===== config.mk =====
export PLATFORM = sky130hd
export DESIGN_NAME = pingpong_seq
export DESIGN_NICKNAME = d
export VERILOG_FILES = /design/src/rtl/pingpong_pkg.sv /design/src/rtl/level_sync.sv /design/src/rtl/meas_timer.sv /design/src/rtl/seq_fsm.sv /design/src/rtl/pingpong_seq.sv
export SDC_FILE = /design/constraint.sdc
export NUM_CORES = 1
export LEC_CHECK = 0
export CAP_MARGIN = 20
export CORE_MARGIN = 2
export CORE_UTILIZATION = 56
export DETAILED_ROUTE_END_ITERATION = 8
export PLACE_DENSITY = 0.82
export SYNTH_ARGS = -nofsm -noshare
export SYNTH_HDL_FRONTEND = slang
export SYNTH_SLANG_ARGS = --single-unit

===== constraint.sdc =====
create_clock -name clk -period 5.6 [get_ports clk]
set_clock_uncertainty 0.1 [all_clocks]
set_input_delay 0.56 -clock clk [delete_from_list [all_inputs] [get_ports clk]]
set_output_delay 0.56 -clock clk [all_outputs]
set_load 0.03 [all_outputs]

===== src/rtl/pingpong_pkg.sv =====
package pingpong_pkg;

  typedef enum logic [2:0] {
    ST_DRAIN_A    = 3'd0,
    ST_PREP_A     = 3'd1,
    ST_INT_A      = 3'd2,
    ST_INTB_MEASA = 3'd3,
    ST_INTA_MEASB = 3'd4,
    ST_INT_B      = 3'd5,
    ST_PREP_B     = 3'd6,
    ST_DRAIN_B    = 3'd7
  } stage_e;

  function automatic logic stage_is_cont(stage_e s);
    return (s == ST_INT_A) || (s == ST_INTB_MEASA) ||
           (s == ST_INTA_MEASB) || (s == ST_INT_B);
  endfunction

  function automatic logic stage_int_a(stage_e s);
    return (s == ST_INT_A) || (s == ST_INTA_MEASB);
  endfunction

  function automatic logic stage_int_b(stage_e s);
    return (s == ST_INT_B) || (s == ST_INTB_MEASA);
  endfunction

endpackage


===== src/rtl/level_sync.sv =====
module level_sync #(
  parameter int STAGES = 2
) (
  input  logic clk,
  input  logic d_i,
  output logic q_o
);
  generate
    if (STAGES <= 1) begin : g_one
      logic q_r;
      always_ff @(posedge clk) q_r <= d_i;
      assign q_o = q_r;
    end else begin : g_chain
      logic [STAGES-1:0] sh_r;
      always_ff @(posedge clk) sh_r <= {sh_r[STAGES-2:0], d_i};
      assign q_o = sh_r[STAGES-1];
    end
  endgenerate
endmodule


===== src/rtl/meas_timer.sv =====
module meas_timer #(
  parameter int MEAS_CYCLES = 12
) (
  input  logic clk,
  input  logic rst_n,
  input  logic start_i,
  output logic busy_o,
  output logic done_o
);
  localparam int CW = $clog2(MEAS_CYCLES + 1);

  logic [CW-1:0] cnt_r;
  logic          done_r;

  always_ff @(posedge clk) begin
    if (!rst_n) begin
      cnt_r  <= '0;
      done_r <= 1'b0;
    end else begin
      done_r <= (cnt_r == CW'(1));
      if (start_i)
        cnt_r <= CW'(MEAS_CYCLES);
      else if (cnt_r != '0)
        cnt_r <= cnt_r - CW'(1);
    end
  end

  assign busy_o = (cnt_r != '0);
  assign done_o = done_r;

  // a pass begins only on an idle timer and is loaded with the full length
  a_r6_start_idle: assert property (@(posedge clk) disable iff (!rst_n)
    start_i |-> (cnt_r == '0));
  a_r6_full_load: assert property (@(posedge clk) disable iff (!rst_n)
    start_i |=> (busy_o && cnt_r == CW'(MEAS_CYCLES)));
  // completion pulse only right after a busy period
  a_r10_done_after_busy: assert property (@(posedge clk) disable iff (!rst_n)
    done_o |-> (!busy_o && $past(busy_o)));
endmodule


===== src/rtl/seq_fsm.sv =====
module seq_fsm
  import pingpong_pkg::*;
(
  input  logic   clk,
  input  logic   rst_n,
  input  logic   conv_s,
  input  logic   tmr_busy,
  output stage_e stage_o,
  output logic   start_a_o,
  output logic   start_b_o,
  output logic   mbsy_o
);
  stage_e stage_q, stage_d;
  logic   owe_q, owe_d;
  logic   mbsy;

  assign mbsy = tmr_busy | owe_q;

  always_comb begin
    stage_d   = stage_q;
    owe_d     = owe_q;
    start_a_o = 1'b0;
    start_b_o = 1'b0;
    case (stage_q)
      ST_DRAIN_A: begin
        if (owe_q && !tmr_busy) begin
          start_b_o = 1'b1;
          owe_d     = 1'b0;
        end else if (!mbsy) begin
          stage_d = ST_PREP_A;
        end
      end
      ST_PREP_A: if (conv_s && !mbsy) stage_d = ST_INT_A;
      ST_INT_A: begin
        if (!conv_s) begin
          stage_d   = ST_INTB_MEASA;
          start_a_o = 1'b1;
        end
      end
      ST_INTB_MEASA: begin
        if (conv_s && !mbsy) begin
          stage_d   = ST_INTA_MEASB;
          start_b_o = 1'b1;
        end else if (conv_s && mbsy) begin
          stage_d = ST_DRAIN_A;
          owe_d   = 1'b1;
        end else if (!mbsy) begin
          stage_d = ST_INT_B;
        end
      end
      ST_INTA_MEASB: begin
        if (!conv_s && !mbsy) begin
          stage_d   = ST_INTB_MEASA;
          start_a_o = 1'b1;
        end else if (!conv_s && mbsy) begin
          stage_d = ST_DRAIN_B;
          owe_d   = 1'b1;
        end else if (!mbsy) begin
          stage_d = ST_INT_A;
        end
      end
      ST_INT_B: begin
        if (conv_s) begin
          stage_d   = ST_INTA_MEASB;
          start_b_o = 1'b1;
        end
      end
      ST_PREP_B: if (!conv_s && !mbsy) stage_d = ST_INT_B;
      ST_DRAIN_B: begin
        if (owe_q && !tmr_busy) begin
          start_a_o = 1'b1;
          owe_d     = 1'b0;
        end else if (!mbsy) begin
          stage_d = ST_PREP_B;
        end
      end
      default: stage_d = conv_s ? ST_DRAIN_A : ST_DRAIN_B;
    endcase
  end

  always_ff @(posedge clk) begin
    if (!rst_n) begin
      stage_q <= conv_s ? ST_DRAIN_A : ST_DRAIN_B;
      owe_q   <= 1'b0;
    end else begin
      stage_q <= stage_d;
      owe_q   <= owe_d;
    end
  end

  assign stage_o = stage_q;
  assign mbsy_o  = mbsy;

  // new passes only start on an idle timer
  a_r5_start_idle: assert property (@(posedge clk) disable iff (!rst_n)
    (start_a_o || start_b_o) |-> !tmr_busy);
  // low conversion level leaves the side-A-only stage
  a_r4_leave_int_a: assert property (@(posedge clk) disable iff (!rst_n)
    (stage_q == ST_INT_A && !conv_s) |=> (stage_q == ST_INTB_MEASA));
  // level change during a busy pass drops to the drain stage
  a_r7_overrun_a: assert property (@(posedge clk) disable iff (!rst_n)
    (stage_q == ST_INTB_MEASA && conv_s && tmr_busy) |=> (stage_q == ST_DRAIN_A));
  a_r7_overrun_b: assert property (@(posedge clk) disable iff (!rst_n)
    (stage_q == ST_INTA_MEASB && !conv_s && tmr_busy) |=> (stage_q == ST_DRAIN_B));
  // drain stages hold while busy
  a_r8_hold_drain: assert property (@(posedge clk) disable iff (!rst_n)
    (stage_q == ST_DRAIN_A && mbsy) |=> (stage_q == ST_DRAIN_A));
endmodule


===== src/rtl/pingpong_seq.sv =====
module pingpong_seq
  import pingpong_pkg::*;
#(
  parameter int SYNC_STAGES = 2,
  parameter int MEAS_CYCLES = 12
) (
  input  logic       clk,
  input  logic       rst_n,
  input  logic       conv_i,
  output logic       int_a_o,
  output logic       int_b_o,
  output logic       meas_start_a_o,
  output logic       meas_start_b_o,
  output logic       meas_busy_o,
  output logic       cont_mode_o,
  output logic       data_ready_o,
  output logic [2:0] stage_o
);
  logic   conv_s;
  logic   tmr_busy, tmr_done;
  logic   st_a, st_b, mbsy;
  stage_e stage;
  logic   sa_q, sb_q;

  level_sync #(.STAGES(SYNC_STAGES)) u_sync (
    .clk (clk),
    .d_i (conv_i),
    .q_o (conv_s)
  );

  seq_fsm u_fsm (
    .clk       (clk),
    .rst_n     (rst_n),
    .conv_s    (conv_s),
    .tmr_busy  (tmr_busy),
    .stage_o   (stage),
    .start_a_o (st_a),
    .start_b_o (st_b),
    .mbsy_o    (mbsy)
  );

  meas_timer #(.MEAS_CYCLES(MEAS_CYCLES)) u_tmr (
    .clk     (clk),
    .rst_n   (rst_n),
    .start_i (st_a | st_b),
    .busy_o  (tmr_busy),
    .done_o  (tmr_done)
  );

  always_ff @(posedge clk) begin
    if (!rst_n) begin
      sa_q <= 1'b0;
      sb_q <= 1'b0;
    end else begin
      sa_q <= st_a;
      sb_q <= st_b;
    end
  end

  assign int_a_o        = stage_int_a(stage);
  assign int_b_o        = stage_int_b(stage);
  assign cont_mode_o    = stage_is_cont(stage);
  assign meas_start_a_o = sa_q;
  assign meas_start_b_o = sb_q;
  assign meas_busy_o    = mbsy;
  assign data_ready_o   = tmr_done;
  assign stage_o        = stage;

  // a strobe always coincides with a running pass
  a_r5_strobe_busy: assert property (@(posedge clk) disable iff (!rst_n)
    (meas_start_a_o || meas_start_b_o) |-> meas_busy_o);
  // strobes last one cycle and never together
  a_r5_strobe_single: assert property (@(posedge clk) disable iff (!rst_n)
    $onehot0({meas_start_a_o, meas_start_b_o}));
  // side A strobe lands in the stage integrating on B
  a_r2_strobe_stage: assert property (@(posedge clk) disable iff (!rst_n)
    meas_start_a_o |-> (int_b_o || !cont_mode_o));
endmodule


==> flow_metrics.py <==
metrics = {
    "clocking": {
        "cts-root-buf": "clkbuf_4",
        "cts_tree": "yes",
        "clk_pin_slew_ps": 80,
        "cts_hold_buf": 0,
        "clk_latency_ps": 270,
        "post_cts.repair.setup_buffers": 0,
        "clock_path_buffers": 2,
        "cts_repair_resize_count": 0,
        "cts_buffers": 3,
        "htreeDepth": 1,
        "clock-sinks": 13,
    },
    "sta": {
        "rsz0062_at_grt": "false",
        "slew_viol_final": 0,
        "period_minus_slack_ps": 2780,
        "hold_viol": 0,
        "fin_setup_tns_ps": 0,
        "setup_viol": 0,
        "tightest_slew_ps": 599,
        "timing.final.crit_share": 0.496,
        "slew_headroom": 0.601,
        "max_freq_mhz": 360,
    },
    "power_and_ir_drop": {
        "power_density_mw_per_mm2": 670,
        "vdd_drop_max_v": 0.000426,
        "p_leak_nw": 0.405,
    },
    "detailed_routing": {
        "drt_pass1_iterations": 4,
        "viasPerCell": 5.96,
        "wl_per_cell_um": 13.2,
        "wl_um": 1710,
        "vias": 769,
        "drcViolationCount": 0,
        "drtIter0Drc": 17,
        "ant_nets": 0,
    },
    "floorplanning": {
        "ios": 13,
        "num_rows": 14,
        "initial_utilization": 0.602,
        "core_mm2": 0.00151,
        "dieArea_mm2": 0.00196,
        "die_x_um": 44.2,
        "die_h_um": 44.2,
    },
    "setup_path": {
        "path_class": "reg -> out",
        "cp_slowest_cell": "edfxtp_1",
        "setup.worst_path.start_class": "flop",
        "max_stage_delay_ps": 740,
        "crit_chain": "inv_2, ha_1, inv_1, clkdlybuf4s50_1",
        "reg2regPathDepth": 6,
        "r2r_end": "u_fsm.stage_o[0]",
        "r2r-start": "u_fsm.stage_o[2]",
        "r2r_setup_slack_ps": 3380,
        "arrival_ps": 2120,
        "crit_fanout": 19,
        "end_kind": "output pin",
        "worst_ep_required_time_ps": 4940,
    },
    "layout": {
        "stdcell_area_mm2": 0.00102,
        "fill_cells": 129,
        "area_growth_pct": 12.6,
        "nets": 122,
        "antenna_cells": 0,
        "drive_gt1_frac": 0.0973,
    },
    "logic_synthesis": {
        "ys_seq_area_frac": 0.320,
        "avgSynthCellArea_um2": 8.72,
        "synthArstFlopShare": 0,
        "mappedNetlistArea_um2": 907,
        "yosys.area.top_type": "dfxtp_1",
        "synth_most_common_cell": "dfxtp_1",
        "synth_edf_count": 3,
        "synth_commonest_cells": "dfxtp_1, nor2_1, nand2_1, ha_1, nor3_1",
        "yosysTopAreaCellShare": 0.221,
        "netlist_top_cells_area": "dfxtp_1, edfxtp_1, ha_1",
        "synth-main-ff-cell": "dfxtp_1",
        "ys_seq_elements": 13,
        "synth_cell_types": 43,
        "synth_nets": 112,
        "ys_warn_count": 0,
        "synthCells": 104,
    },
    "placed_design": {
        "hpwl_um": 1280,
        "placed_cell_area_um2": 995,
        "io_buffers": 12,
        "place.gp.congestion": 0.757,
    },
    "grt": {
        "grt_first_pass_wirelength_um": 2880,
        "first_global_vias": 668,
        "antenna_found_initial": 0,
        "globalRouteOverflowTotal": 0,
        "track_usage": 0.196,
        "grt_start_max_net_pins": 22,
    },
    "min_path": {
        "worstHoldPathCells": 0,
        "hold_path.class": "reg -> reg",
        "hp-start": "u_sync.g_chain.sh_r[0]",
        "min_to": "u_sync.g_chain.sh_r[1]",
    },
    "flow_run": {
        "cap_violations": 0,
    },
    "outcome": {
        "status": "completed",
    },
}
-- routing by layer --
metal	GRT usage	vias up	part of all wire
li1	-	396	-
met1	0.270	365	0.50
met2	0.309	6	0.47
met3	0.0245	2	0.022
met4	0.0848	0	0.0059
met5	0	-	0
-- registers in the layout, indices dropped and copies added (netlist names) --
name                 flops
u_sync.g_chain.sh_r      2
meas_start_a_o           1
u_fsm.owe_q              1
u_tmr.done_o             1
u_tmr.cnt_r              4
u_fsm.stage_o            3
meas_start_b_o           1
-- worst max-delay path, delay by kind of cell, from the launching register on --
family,cells,cell delay (ps)
adders and majority gates,1,300
buffers and inverters,3,790
DFF,1,740
-- logic make-up (layout without fill, tap and decap cells) --
family / after synthesis / in the layout / share of synthesized area
buffers and inverters: 13 / 22 / 0.0827
DFF: 13 / 13 / 0.320
muxes: 1 / 1 / 0.0110
xor gates and xnor gates: 3 / 3 / 0.0290
adders and majority gates: 5 / 5 / 0.0690
AOI/OAI and AO/OA: 27 / 27 / 0.211
and+or+nand+nor: 42 / 42 / 0.277
-- metrics by stage --
| stage | setup WS [ps] | hold slack (ps) | util | cells | total power [mW] |
|---|---|---|---|---|---|
| 2_1_floorplan | 3470 | 210 | - | 104 | 0.521 |
| 3_3_place_gp | 3160 | 219 | 0.660 | 125 | 0.616 |
| 3_5_place_dp | 3120 | 222 | 0.660 | 125 | 0.630 |
| 4_1_cts | 2810 | 241 | 0.678 | 129 | 0.688 |
| 5_1_grt | 2700 | 247 | 0.678 | 129 | 0.741 |
| 6_report | 2820 | 235 | 0.678 | 129 | 0.684 |
-- layout by cell type (no fill, tap or decap), types with 2 or more instances in the layout --
cell type and count:
or3_1 2, a21o_1 2, nor3b_1 2, inv_2 3, xnor2_1 2, a21oi_1 3
inv_1 3, o21ai_0 4, o21ai_1 3, o31a_1 2, nand3_1 3, dfxtp_1 10
ha_1 5, nor2b_1 4, clkdlybuf4s50_1 12, nor2_1 9, o211ai_1 3, a21boi_1 2
clkbuf_4 3, nand2_1 6, or3b_1 2, and2_1 2, nor3_1 5, edfxtp_1 3
-- cell type report --
type | instances | area, um2 | area share
inverter | 6 | 22.5 | 0.0221
timing repair buffer | 12 | 120 | 0.118
tap | 16 | 20.0 | 0.0196
clock buffer | 4 | 26.3 | 0.0257
multi-input combinational | 78 | 542 | 0.531
sequential | 13 | 290 | 0.284
-- worst max-delay path by stage --
stage / start / endpoint / slack (ps)
floorplan: u_fsm.stage_o[1] / int_b_o / 3470
global placement: u_fsm.stage_o[1] / cont_mode_o / 3160
detailed placement: u_fsm.stage_o[1] / cont_mode_o / 3120
CTS: u_fsm.stage_o[1] / cont_mode_o / 2810
global route: u_fsm.stage_o[1] / cont_mode_o / 2700
finish: u_fsm.stage_o[1] / cont_mode_o / 2820
-- power by group --
group	internal [mW]	switching, mW
Sequential	0.133	0.0789
Combinational	0.186	0.228
Clock	0.0276	0.0293
Total	0.347	0.337
(Power assumes the default switching activity.)
